===== src/rtl/wdt_pkg.sv =====
package wdt_pkg;

    typedef enum logic [1:0] {
        WD_IDLE   = 2'd0,
        WD_RUN    = 2'd1,
        WD_WARNED = 2'd2
    } wd_state_t;

    localparam int ADDR_W = 4;
    localparam int DATA_W = 16;
    localparam int BYTE_W = 8;

    localparam logic [ADDR_W-1:0] OFS_RELOAD = 4'd0;
    localparam logic [ADDR_W-1:0] OFS_TVAL   = 4'd1;
    localparam logic [ADDR_W-1:0] OFS_CTRL1  = 4'd2;
    localparam logic [ADDR_W-1:0] OFS_CTRL2  = 4'd3;
    localparam logic [ADDR_W-1:0] OFS_STAT1  = 4'd4;
    localparam logic [ADDR_W-1:0] OFS_STAT2  = 4'd5;
    localparam logic [ADDR_W-1:0] OFS_DIN    = 4'd6;
    localparam logic [ADDR_W-1:0] OFS_DOUT   = 4'd7;
    localparam logic [ADDR_W-1:0] OFS_MSGA   = 4'd8;
    localparam logic [ADDR_W-1:0] OFS_MSGB   = 4'd9;
    localparam logic [ADDR_W-1:0] OFS_WDCNT  = 4'd10;
    localparam logic [ADDR_W-1:0] OFS_SWIRQ  = 4'd11;

    localparam logic [DATA_W-1:0] STAT1_MASK = 16'h0007;
    localparam logic [DATA_W-1:0] STAT2_MASK = 16'h0003;
    localparam logic [DATA_W-1:0] CTRL1_MASK = 16'h0003;

    localparam int C1_HALT = 0;
    localparam int C1_LOCK = 1;
    localparam int S1_TOUT = 0;
    localparam int S1_SWSMI = 1;
    localparam int S1_INTS = 2;

    localparam logic [DATA_W-1:0] TVAL_RST  = 16'h0004;
    localparam logic [DATA_W-1:0] CTRL2_RST = 16'h0008;
    localparam logic [BYTE_W-1:0] SWIRQ_RST = 8'h03;

endpackage


===== src/rtl/wdt_tick.sv =====
module wdt_tick #(
    parameter int TICK_DIV = 1000
) (
    input  logic clk,
    input  logic rst_n,
    output logic tick
);
    localparam int CNT_W = (TICK_DIV > 1) ? $clog2(TICK_DIV) : 1;
    localparam logic [CNT_W-1:0] LIMIT = CNT_W'(TICK_DIV - 1);

    logic [CNT_W-1:0] cnt_q;

    assign tick = (cnt_q == LIMIT);

    always_ff @(posedge clk) begin
        if (!rst_n) begin
            cnt_q <= '0;
        end else if (tick) begin
            cnt_q <= '0;
        end else begin
            cnt_q <= cnt_q + 1'b1;
        end
    end
endmodule


===== src/rtl/wdt_fsm.sv =====
module wdt_fsm
    import wdt_pkg::*;
#(
    parameter int TV_W = 10
) (
    input  logic            clk,
    input  logic            rst_n,
    input  logic            tick,
    input  logic            wr_reload,
    input  logic            wr_ctrl1,
    input  logic            start_ok,
    input  logic [TV_W-1:0] tval_f,
    input  logic            smi_en,
    input  logic            reboot_strap,
    input  logic            no_reboot,
    output logic            running,
    output logic [TV_W-1:0] remain,
    output logic            expire,
    output logic            second,
    output logic            fire,
    output logic            exp_smi_q,
    output logic            rst_req_q
);
    wd_state_t state_q, state_d;
    logic [TV_W-1:0] remain_q;
    logic            load;
    logic            svc_wr;

    assign svc_wr  = wr_reload | wr_ctrl1;
    assign running = (state_q != WD_IDLE);
    assign remain  = remain_q;
    assign expire  = running && tick && (remain_q <= TV_W'(1)) && !svc_wr;
    assign second  = expire && (state_q == WD_WARNED);
    assign fire    = second && !reboot_strap && !no_reboot;

    always_comb begin
        state_d = state_q;
        load    = 1'b0;
        unique case (state_q)
            WD_IDLE: begin
                if (svc_wr && start_ok) begin
                    state_d = WD_RUN;
                    load    = 1'b1;
                end
            end
            WD_RUN: begin
                if (wr_ctrl1) begin
                    state_d = start_ok ? WD_RUN : WD_IDLE;
                    load    = start_ok;
                end else if (wr_reload) begin
                    load    = start_ok;
                end else if (expire) begin
                    state_d = WD_WARNED;
                    load    = 1'b1;
                end
            end
            WD_WARNED: begin
                if (wr_ctrl1) begin
                    state_d = start_ok ? WD_RUN : WD_IDLE;
                    load    = start_ok;
                end else if (wr_reload) begin
                    state_d = WD_RUN;
                    load    = start_ok;
                end else if (expire) begin
                    state_d = fire ? WD_IDLE : WD_RUN;
                    load    = !fire;
                end
            end
            default: begin
                state_d = WD_IDLE;
            end
        endcase
    end

    always_ff @(posedge clk) begin
        if (!rst_n) begin
            state_q  <= WD_IDLE;
            remain_q <= '0;
        end else begin
            state_q <= state_d;
            if (load) begin
                remain_q <= tval_f;
            end else if (running && tick && remain_q > TV_W'(1)) begin
                remain_q <= remain_q - 1'b1;
            end
        end
    end

    always_ff @(posedge clk) begin
        if (!rst_n) begin
            exp_smi_q <= 1'b0;
            rst_req_q <= 1'b0;
        end else begin
            exp_smi_q <= expire && !fire && smi_en;
            rst_req_q <= fire;
        end
    end
endmodule


===== src/rtl/wdt_regs.sv =====
module wdt_regs
    import wdt_pkg::*;
#(
    parameter int TV_W = 10
) (
    input  logic              clk,
    input  logic              rst_n,
    input  logic              bus_wr,
    input  logic [ADDR_W-1:0] bus_addr,
    input  logic [DATA_W-1:0] bus_wdata,
    output logic [DATA_W-1:0] bus_rdata,
    input  logic              running,
    input  logic [TV_W-1:0]   remain,
    input  logic              expire,
    input  logic              second,
    input  logic              fire,
    output logic              wr_reload,
    output logic              wr_ctrl1,
    output logic              wr_stat2,
    output logic              start_ok,
    output logic [TV_W-1:0]   tval_f,
    output logic [DATA_W-1:0] ctrl1_q,
    output logic [DATA_W-1:0] stat1_q,
    output logic [DATA_W-1:0] stat2_q,
    output logic              din_smi_q
);
    logic [DATA_W-1:0] rld_q, tval_q, ctrl2_q, ctrl1_new;
    logic [BYTE_W-1:0] din_q, dout_q, msga_q, msgb_q, wdcnt_q, swirq_q;
    logic wr_stat1, wr_din, wr_dout;
    logic [DATA_W-1:0] s1_set;

    assign wr_reload = bus_wr && (bus_addr == OFS_RELOAD);
    assign wr_ctrl1  = bus_wr && (bus_addr == OFS_CTRL1);
    assign wr_stat1  = bus_wr && (bus_addr == OFS_STAT1);
    assign wr_stat2  = bus_wr && (bus_addr == OFS_STAT2);
    assign wr_din    = bus_wr && (bus_addr == OFS_DIN);
    assign wr_dout   = bus_wr && (bus_addr == OFS_DOUT);

    assign tval_f    = tval_q[TV_W-1:0];
    assign ctrl1_new = (bus_wdata & CTRL1_MASK) | (ctrl1_q & (DATA_W'(1) << C1_LOCK));

    always_comb begin
        if (wr_ctrl1) begin
            start_ok = !ctrl1_new[C1_HALT] && (tval_f > TV_W'(1));
        end else begin
            start_ok = !ctrl1_q[C1_HALT] && (tval_f > TV_W'(1));
        end
    end

    always_comb begin
        s1_set = '0;
        s1_set[S1_TOUT]  = expire;
        s1_set[S1_SWSMI] = wr_din;
        s1_set[S1_INTS]  = wr_dout;
    end

    always_ff @(posedge clk) begin
        if (!rst_n) begin
            rld_q     <= '0;
            tval_q    <= TVAL_RST;
            ctrl1_q   <= '0;
            ctrl2_q   <= CTRL2_RST;
            stat1_q   <= '0;
            stat2_q   <= '0;
            din_q     <= '0;
            dout_q    <= '0;
            msga_q    <= '0;
            msgb_q    <= '0;
            wdcnt_q   <= '0;
            swirq_q   <= SWIRQ_RST;
            din_smi_q <= 1'b0;
        end else begin
            din_smi_q <= wr_din;

            if (wr_reload) begin
                rld_q <= start_ok ? tval_q : bus_wdata;
            end else if (wr_ctrl1 && start_ok) begin
                rld_q <= tval_q;
            end else if (expire) begin
                rld_q <= fire ? '0 : tval_q;
            end

            if (wr_stat1) begin
                stat1_q <= bus_wdata & STAT1_MASK;
            end else begin
                stat1_q <= stat1_q | s1_set;
            end

            if (wr_stat2) begin
                stat2_q <= bus_wdata & STAT2_MASK;
            end else if (second) begin
                stat2_q <= stat2_q | STAT2_MASK;
            end

            if (wr_ctrl1) begin
                ctrl1_q <= ctrl1_new;
            end

            if (bus_wr) begin
                unique case (bus_addr)
                    OFS_TVAL:  tval_q  <= bus_wdata;
                    OFS_CTRL2: ctrl2_q <= bus_wdata;
                    OFS_DIN:   din_q   <= bus_wdata[BYTE_W-1:0];
                    OFS_DOUT:  dout_q  <= bus_wdata[BYTE_W-1:0];
                    OFS_MSGA:  msga_q  <= bus_wdata[BYTE_W-1:0];
                    OFS_MSGB:  msgb_q  <= bus_wdata[BYTE_W-1:0];
                    OFS_WDCNT: wdcnt_q <= bus_wdata[BYTE_W-1:0];
                    OFS_SWIRQ: swirq_q <= bus_wdata[BYTE_W-1:0];
                    default: ;
                endcase
            end
        end
    end

    always_comb begin
        bus_rdata = '0;
        unique case (bus_addr)
            OFS_RELOAD: bus_rdata = running ? {rld_q[DATA_W-1:TV_W], remain} : rld_q;
            OFS_TVAL:   bus_rdata = tval_q;
            OFS_CTRL1:  bus_rdata = ctrl1_q;
            OFS_CTRL2:  bus_rdata = ctrl2_q;
            OFS_STAT1:  bus_rdata = stat1_q;
            OFS_STAT2:  bus_rdata = stat2_q;
            OFS_DIN:    bus_rdata = DATA_W'(din_q);
            OFS_DOUT:   bus_rdata = DATA_W'(dout_q);
            OFS_MSGA:   bus_rdata = DATA_W'(msga_q);
            OFS_MSGB:   bus_rdata = DATA_W'(msgb_q);
            OFS_WDCNT:  bus_rdata = DATA_W'(wdcnt_q);
            OFS_SWIRQ:  bus_rdata = DATA_W'(swirq_q);
            default:    bus_rdata = '0;
        endcase
    end
endmodule


===== src/rtl/wdt_top.sv =====
module wdt_top
    import wdt_pkg::*;
#(
    parameter int TICK_DIV = 1000,
    parameter int TV_W     = 10
) (
    input  logic        clk,
    input  logic        rst_n,
    input  logic        bus_wr,
    input  logic [3:0]  bus_addr,
    input  logic [15:0] bus_wdata,
    output logic [15:0] bus_rdata,
    input  logic        smi_en,
    input  logic        reboot_strap,
    input  logic        no_reboot,
    output logic        smi_req,
    output logic        irq_sts,
    output logic        sys_rst_req
);
    logic tick, running, expire, second, fire;
    logic wr_reload, wr_ctrl1, wr_stat2, start_ok;
    logic exp_smi_q, din_smi_q;
    logic [TV_W-1:0] remain, tval_f;
    logic [DATA_W-1:0] ctrl1_q, stat1_q, stat2_q;

    wdt_tick #(.TICK_DIV(TICK_DIV)) u_tick (
        .clk   (clk),
        .rst_n (rst_n),
        .tick  (tick)
    );

    wdt_regs #(.TV_W(TV_W)) u_regs (
        .clk       (clk),
        .rst_n     (rst_n),
        .bus_wr    (bus_wr),
        .bus_addr  (bus_addr),
        .bus_wdata (bus_wdata),
        .bus_rdata (bus_rdata),
        .running   (running),
        .remain    (remain),
        .expire    (expire),
        .second    (second),
        .fire      (fire),
        .wr_reload (wr_reload),
        .wr_ctrl1  (wr_ctrl1),
        .wr_stat2  (wr_stat2),
        .start_ok  (start_ok),
        .tval_f    (tval_f),
        .ctrl1_q   (ctrl1_q),
        .stat1_q   (stat1_q),
        .stat2_q   (stat2_q),
        .din_smi_q (din_smi_q)
    );

    wdt_fsm #(.TV_W(TV_W)) u_fsm (
        .clk          (clk),
        .rst_n        (rst_n),
        .tick         (tick),
        .wr_reload    (wr_reload),
        .wr_ctrl1     (wr_ctrl1),
        .start_ok     (start_ok),
        .tval_f       (tval_f),
        .smi_en       (smi_en),
        .reboot_strap (reboot_strap),
        .no_reboot    (no_reboot),
        .running      (running),
        .remain       (remain),
        .expire       (expire),
        .second       (second),
        .fire         (fire),
        .exp_smi_q    (exp_smi_q),
        .rst_req_q    (sys_rst_req)
    );

    assign smi_req = exp_smi_q | din_smi_q;
    assign irq_sts = stat1_q[S1_INTS];
endmodule


===== config.mk =====
export PLATFORM = sky130hd
export DESIGN_NAME = wdt_top
export DESIGN_NICKNAME = d
export VERILOG_FILES = /design/src/rtl/wdt_pkg.sv /design/src/rtl/wdt_tick.sv /design/src/rtl/wdt_fsm.sv /design/src/rtl/wdt_regs.sv /design/src/rtl/wdt_top.sv
export SDC_FILE = /design/constraint.sdc
export NUM_CORES = 1
export LEC_CHECK = 0
export CORE_AREA = 4 4 124 126
export DETAILED_ROUTE_END_ITERATION = 10
export DIE_AREA = 0 0 128 130
export SETUP_SLACK_MARGIN = 0.3
export SLEW_MARGIN = 20
export SYNTH_ARGS = -nofsm -noshare
export SYNTH_HDL_FRONTEND = slang
export SYNTH_SLANG_ARGS = --single-unit

===== constraint.sdc =====
create_clock -name clk -period 3.2 [get_ports clk]
set_input_delay 0.64 -clock clk [delete_from_list [all_inputs] [get_ports clk]]
set_output_delay 0.64 -clock clk [all_outputs]
set_load 0.02 [all_outputs]

* After elaboration in Yosys (flattened, before gate mapping)
Index checks and enable logic that the tools add are counted.
Word-level totals: output and inout port bits 19, memories kept 0, bits in latches 0, logic and storage cells 120, memory bits (read-only) 0, memory bits (writable) 0, bits in registers 155
Cells by class: reduce and logical (&&, ||, !) cells 42, bitwise gates (word level) 5, $add $sub $neg 2, eq/ne operators 18, multipliers 0, div/mod/pow operators 0, muxes and demuxes 31, $lt $le $gt $ge 3, shift operators 0
Operators by type and width (number):
- 16-bit one-hot mux with 12 select lines | 1
- 16-bit two-way mux | 5
- 10-bit two-way mux | 3
- 10-bit by 1-bit greater-than comparator with 1-bit output, second input constant | 2
- 1-bit logical AND | 19
- 2-bit two-way mux | 9
- 4-bit by 3-bit == test with 1-bit output, second input constant | 4
- 4-bit == test, second input constant | 4
- 16-bit by 3-bit bitwise OR with 16-bit output | 1
- 2-bit AND reduction | 8
- 10-bit by 1-bit adder with 10-bit output, second input constant | 1
- 10-bit == test, second input constant | 1
- 10-bit by 1-bit less-or-equal comparator with 1-bit output, second input constant | 1
- 1-bit two-way mux | 10
- 10-bit by 1-bit subtractor with 10-bit output, second input constant | 1
- 4-bit by 2-bit == test with 1-bit output, second input constant | 2
- 1-bit logical NOT | 6
- 2-bit one-hot mux with 3 select lines | 1
- 2-bit nonzero test | 3
- 4-bit by 1-bit == test with 1-bit output, second input constant | 1
- 4-bit logical NOT | 1
- 4-bit by 1-bit != test with 1-bit output, second input constant | 1
- 4-bit AND reduction | 1
- 2-bit OR reduction | 2
- other kinds (12) | 13

* Longest topological paths before layout
depth in word-level cells 14, gate-level depth with buffers 9

* By module
Synthesis repeated with hierarchy kept, for this count alone.
Second synthesis, totals: cells, all modules 827, area, all modules 6686.4 um^2
By module, submodules not included:
- wdt_regs | sequential area each 2082.0 um^2, area an instance 5353.9 um^2, instances 1, cells each 669
- wdt_fsm | sequential area each 280.3 um^2, area an instance 857.1 um^2, instances 1, cells each 103
- wdt_tick | sequential area each 200.2 um^2, area an instance 469.2 um^2, instances 1, cells each 54
- wdt_top | sequential area each 0.0 um^2, area an instance 6.3 um^2, instances 1, cells each 1

* Worst setup path after synthesis
Ideal clock, no wire load.
path kind input-to-output, start point in bus_addr[0], end point out bus_rdata[1], slack 0.305 ns, stages 5, path buffers 3, data arrival time 2.255 ns, data required time 2.560 ns, cell sequence clkbuf_1 -> buf_1 -> clkbuf_1 -> a221oi_1 -> o31ai_1
Between the ends: cells in the longest elaborated chain, start to end 2, elaborated cells between the ends (all ways) 13, those cells by class eq/ne: 11; mux: 1; reduce/logical: 1
RTL lines:
- start: declaration | RTL line wdt_top.sv:10 | input logic [3:0] bus_addr,
- 4-bit == test (tied with other cells) | RTL line wdt_regs.sv:117 | unique case (bus_addr)
- 16-bit one-hot mux with 12 select lines * | RTL line wdt_regs.sv:117
- end: declaration | RTL line wdt_top.sv:12 | output logic [15:0] bus_rdata,
Every way passes the cells marked *; elsewhere a longest branch is shown, timed or not.

* Worst setup path in the final report
start point in bus_addr[2], end point out bus_rdata[1]
The elaborated chain is that of the path after synthesis.

==> impl_results.md <==
* Net Sw Power at 0.996 mW
* Worst IR Drop VDD at approximately 0.37 mV
* Vias at 6388
* Final WS setup at about 0.33 ns
* Synth Warn # at 0
* Syn-to-layout area delta at 28.7%
* Register area share after synthesis at ~41%
* Avg WL per Cell at between 20 and 25 µm
* Die Ht at about 130 µm
* CTS H-tree lvls at 4
* Core Area at approximately 14000 µm²
* Worst relative slew slack at between 40% and 50%
* Req. time, crit path at 2.56 ns
* Clk_skew at about 0.006 ns
* Tot GR Track Use at between 20% and 30%
* Clock share of power at roughly 50%
* Die Span X at approximately 130 µm
* Ant. Diodes at 0
* # clock sinks at ~130
* Mapped Area at 6300 µm²
* Comb pwr share at under 10%
* Critical Path Max Stage Delay at around 0.27 ns
* Int Pwr at roughly 3.1 mW
* Worst-path cell with the longest stage delay: a21oi_1
* Vias in the first global route at 6219
* Final Hold Fails at 0
* Post-synth EDFFs at 0
* Worst skew pair latency at 0.42 ns
* Slew Limit Fails at 0
* Synth unique cells at 57
* Worst-margin pin slew at approximately 0.76 ns
* Post-route clock period utilization at between 80% and 90%
* Setup violators final at 0
* Seq pwr share at about two fifths
* PD cells at approximately 500 nW/µm²
* Fin Setup TNS at 0 ns
* Seq cells post-synth at ~130
* Layout Nets at 916
* CTS Buf Count at 17
* Clock Tree Buf Depth at 2
* Leak at 2.96 nW
* Kind of critical path: in -> out
* Status: completed
* Worst EP arrival at between 2 and 2.5 ns
* R2r startpoint: u_tick.cnt_q[0]
* DRT iter0 DRCs at 571
* Layout cells sized above 1 at 18.7%
* Port bufs at 44
* I/O Pins at between 40 and 50
* Fraction of power spent switching nets at ~24%
* Min-Delay Path Class: reg -> reg
* Hold buffer count at cts at 0
* Total Die Area at 16600 µm²
* Initial antenna violation count at 0
* Worst slack, placed at -0.414 ns
* Clk root buf: clkbuf_16
* Final min period at between 2 and 3 ns
* Cell Chain, Critical Path: dlygate4sd2_1 > buf_6 > buf_4 > nor2_1 > nand2_4 > a21oi_1 > a221oi_2 > o31ai_1 > buf_4 > buf_6
* Largest net degree at the start of global routing at 65
* Post-DRT Antenna Nets at 0
* Worst Hold Launch: u_tick.cnt_q[0]
* Routability cong. at about 0.95
* CP Max Fanout at 8
* Crit path from: bus_addr[2]
* First-pass DRT Iterations at 5
* Syn_area_per_cell at 7.87 µm²
* Initial Utilization at around 44%
* CP endpoint kind: output port
* Post-Synthesis Cells at between 800 and 900
* Routed vias/inst at 5.90
* Remaining global-route overflow at 0
* # rows at 44
* Fmax at 349 MHz
* RSZ-0062 raised after global routing: false
* DRC Markers at 0
* Clock transition at path regs at ~0.060 ns
* Max-Cap Viols at 0
* CP startpoint kind: primary input
* Total routed wirelength at between 20 and 25 mm
* DP Wirelength at approximately 15 mm
* First-pass GRT wire length at around 34 mm
* Commonest register cell after synthesis: dfxtp_1
* CTS tree: done
* FFs w/ async S/R, synth at 0%
* Mapped Nets at between 800 and 900
final cells by class:
type,count,area (µm²)
Tap cell,184,230
Sequential cell,128,2560
Timing Repair Buffer,127,1110
Clock inverter,12,185
Clock buffer,19,433
Inverter,9,33.8
Fill cell,1313,6210
Multi-Input combinational cell,604,3560
Yosys cell counts (all sizes together), types with 8 or more instances:
cell type	number	share of area (%)
clkbuf	47	2.8
a311oi	13	1.8
inv	8	0.48
a211oi	8	0.95
nand2	130	7.7
a21oi	84	6.7
nand3	31	2.5
o21ai	42	3.3
nor4	8	0.89
nor2	89	5.3
buf	13	1.3
nand4	12	1.2
a32oi	8	1.1
nor2b	9	0.89
xnor2	8	1.1
nor3	28	2.2
mux2i	52	8.3
dfxtp	128	41
flip-flops by register name, summed over array words and instances, names as in the netlist:
register,count
u_regs.ctrl2_q,16
u_regs.rld_q,16
u_regs.tval_q,16
u_fsm.remain,10
u_tick.cnt_q,10
u_regs.din_q,8
u_regs.dout_q,8
u_regs.msga_q,8
u_regs.msgb_q,8
u_regs.swirq_q,8
u_regs.wdcnt_q,8
u_regs.stat1_q,3
u_fsm.state_q,2
u_regs.ctrl1_q,2
u_regs.stat2_q,2
u_fsm.exp_smi_q,1
u_fsm.rst_req_q,1
u_regs.din_smi_q,1
metal layers:
metal  vias to the layer above  track usage (%)  share of wire [%]
met4                         0             8.86                2.0
li1                       3025                -                  -
met2                       254             40.8                 46
met3                        32             5.65                6.5
met1                      3077             36.6                 46
met5                         -                0                  0
placed cells by master (no fill, tap or decap), types with 6 or more instances in the layout:
master,instances
nand2_1,129
dfxtp_1,128
nor2_1,87
a21oi_1,83
buf_4,76
mux2i_1,52
o21ai_0,35
nand3_1,30
nor3_1,27
clkdlybuf4s50_1,24
clkbuf_16,17
a311oi_1,13
nand4_1,12
inv_1,8
a32oi_1,8
xnor2_1,8
a211oi_1,8
nor4_1,7
buf_6,7
mux2_2,6
buf_2,6
cells by family after synthesis:
logic type,after synthesis,share of synthesized area (%)
and+or+nand+nor,332,23.6
AOI/OAI and AO/OA,198,19.3
DFF,128,40.7
buffers and inverters,69,4.65
muxes,58,9.33
xor gates and xnor gates,13,1.81
adders and majority gates,3,0.596
per-stage QoR:
step                      utilization [%]  total power, mW  cells  hold WS [ns]  cell area [µm²]
after floorplan                         -             1.85    801         0.413             6300
after global placement               50.8             2.01   1038         0.429             7270
after detailed placement             50.8             2.02   1038         0.450             7270
after CTS                            56.0             4.07   1076         0.458             8020
after global routing                 56.6             4.19   1083         0.466             8110
final                                56.6             4.08   1083         0.454             8110
repair_timing:
action / in CTS / in global routing
gates resized for setup: 96 / 13
setup endpoints to repair: 16 / 15
pin swaps: 8 / 6
buffers inserted: 7 / 7
endpoints found under the hold margin: 0 / 0
critical path: cells and delay by family:
kind	cells	cell delay, ns
AOI/OAI and AO/OA	3	0.44
and+or+nand+nor	2	0.32
buffers and inverters	5	0.82
path summary, 6_finish.rpt:
path	endpoint	slack, ns	depth (start not counted)
worst min register to register	u_tick.cnt_q[0]	0.45	1
worst min-delay path	u_tick.cnt_q[0]	0.45	1
worst max register to register	u_regs.rld_q[6]	0.61	6
worst max-delay path	bus_rdata[1]	0.33	10
power by group through the flow:
| stage | logic (mW) | registers [mW] | clock network, mW |
|---|---|---|---|
| floorplan | 0.181 | 1.67 | 0 |
| global placement | 0.334 | 1.68 | 0 |
| detailed placement | 0.339 | 1.68 | 0 |
| CTS | 0.358 | 1.64 | 2.07 |
| global route | 0.400 | 1.65 | 2.14 |
| finish | 0.374 | 1.64 | 2.06 |
No activity file was read; power rests on OpenSTA's default activity.
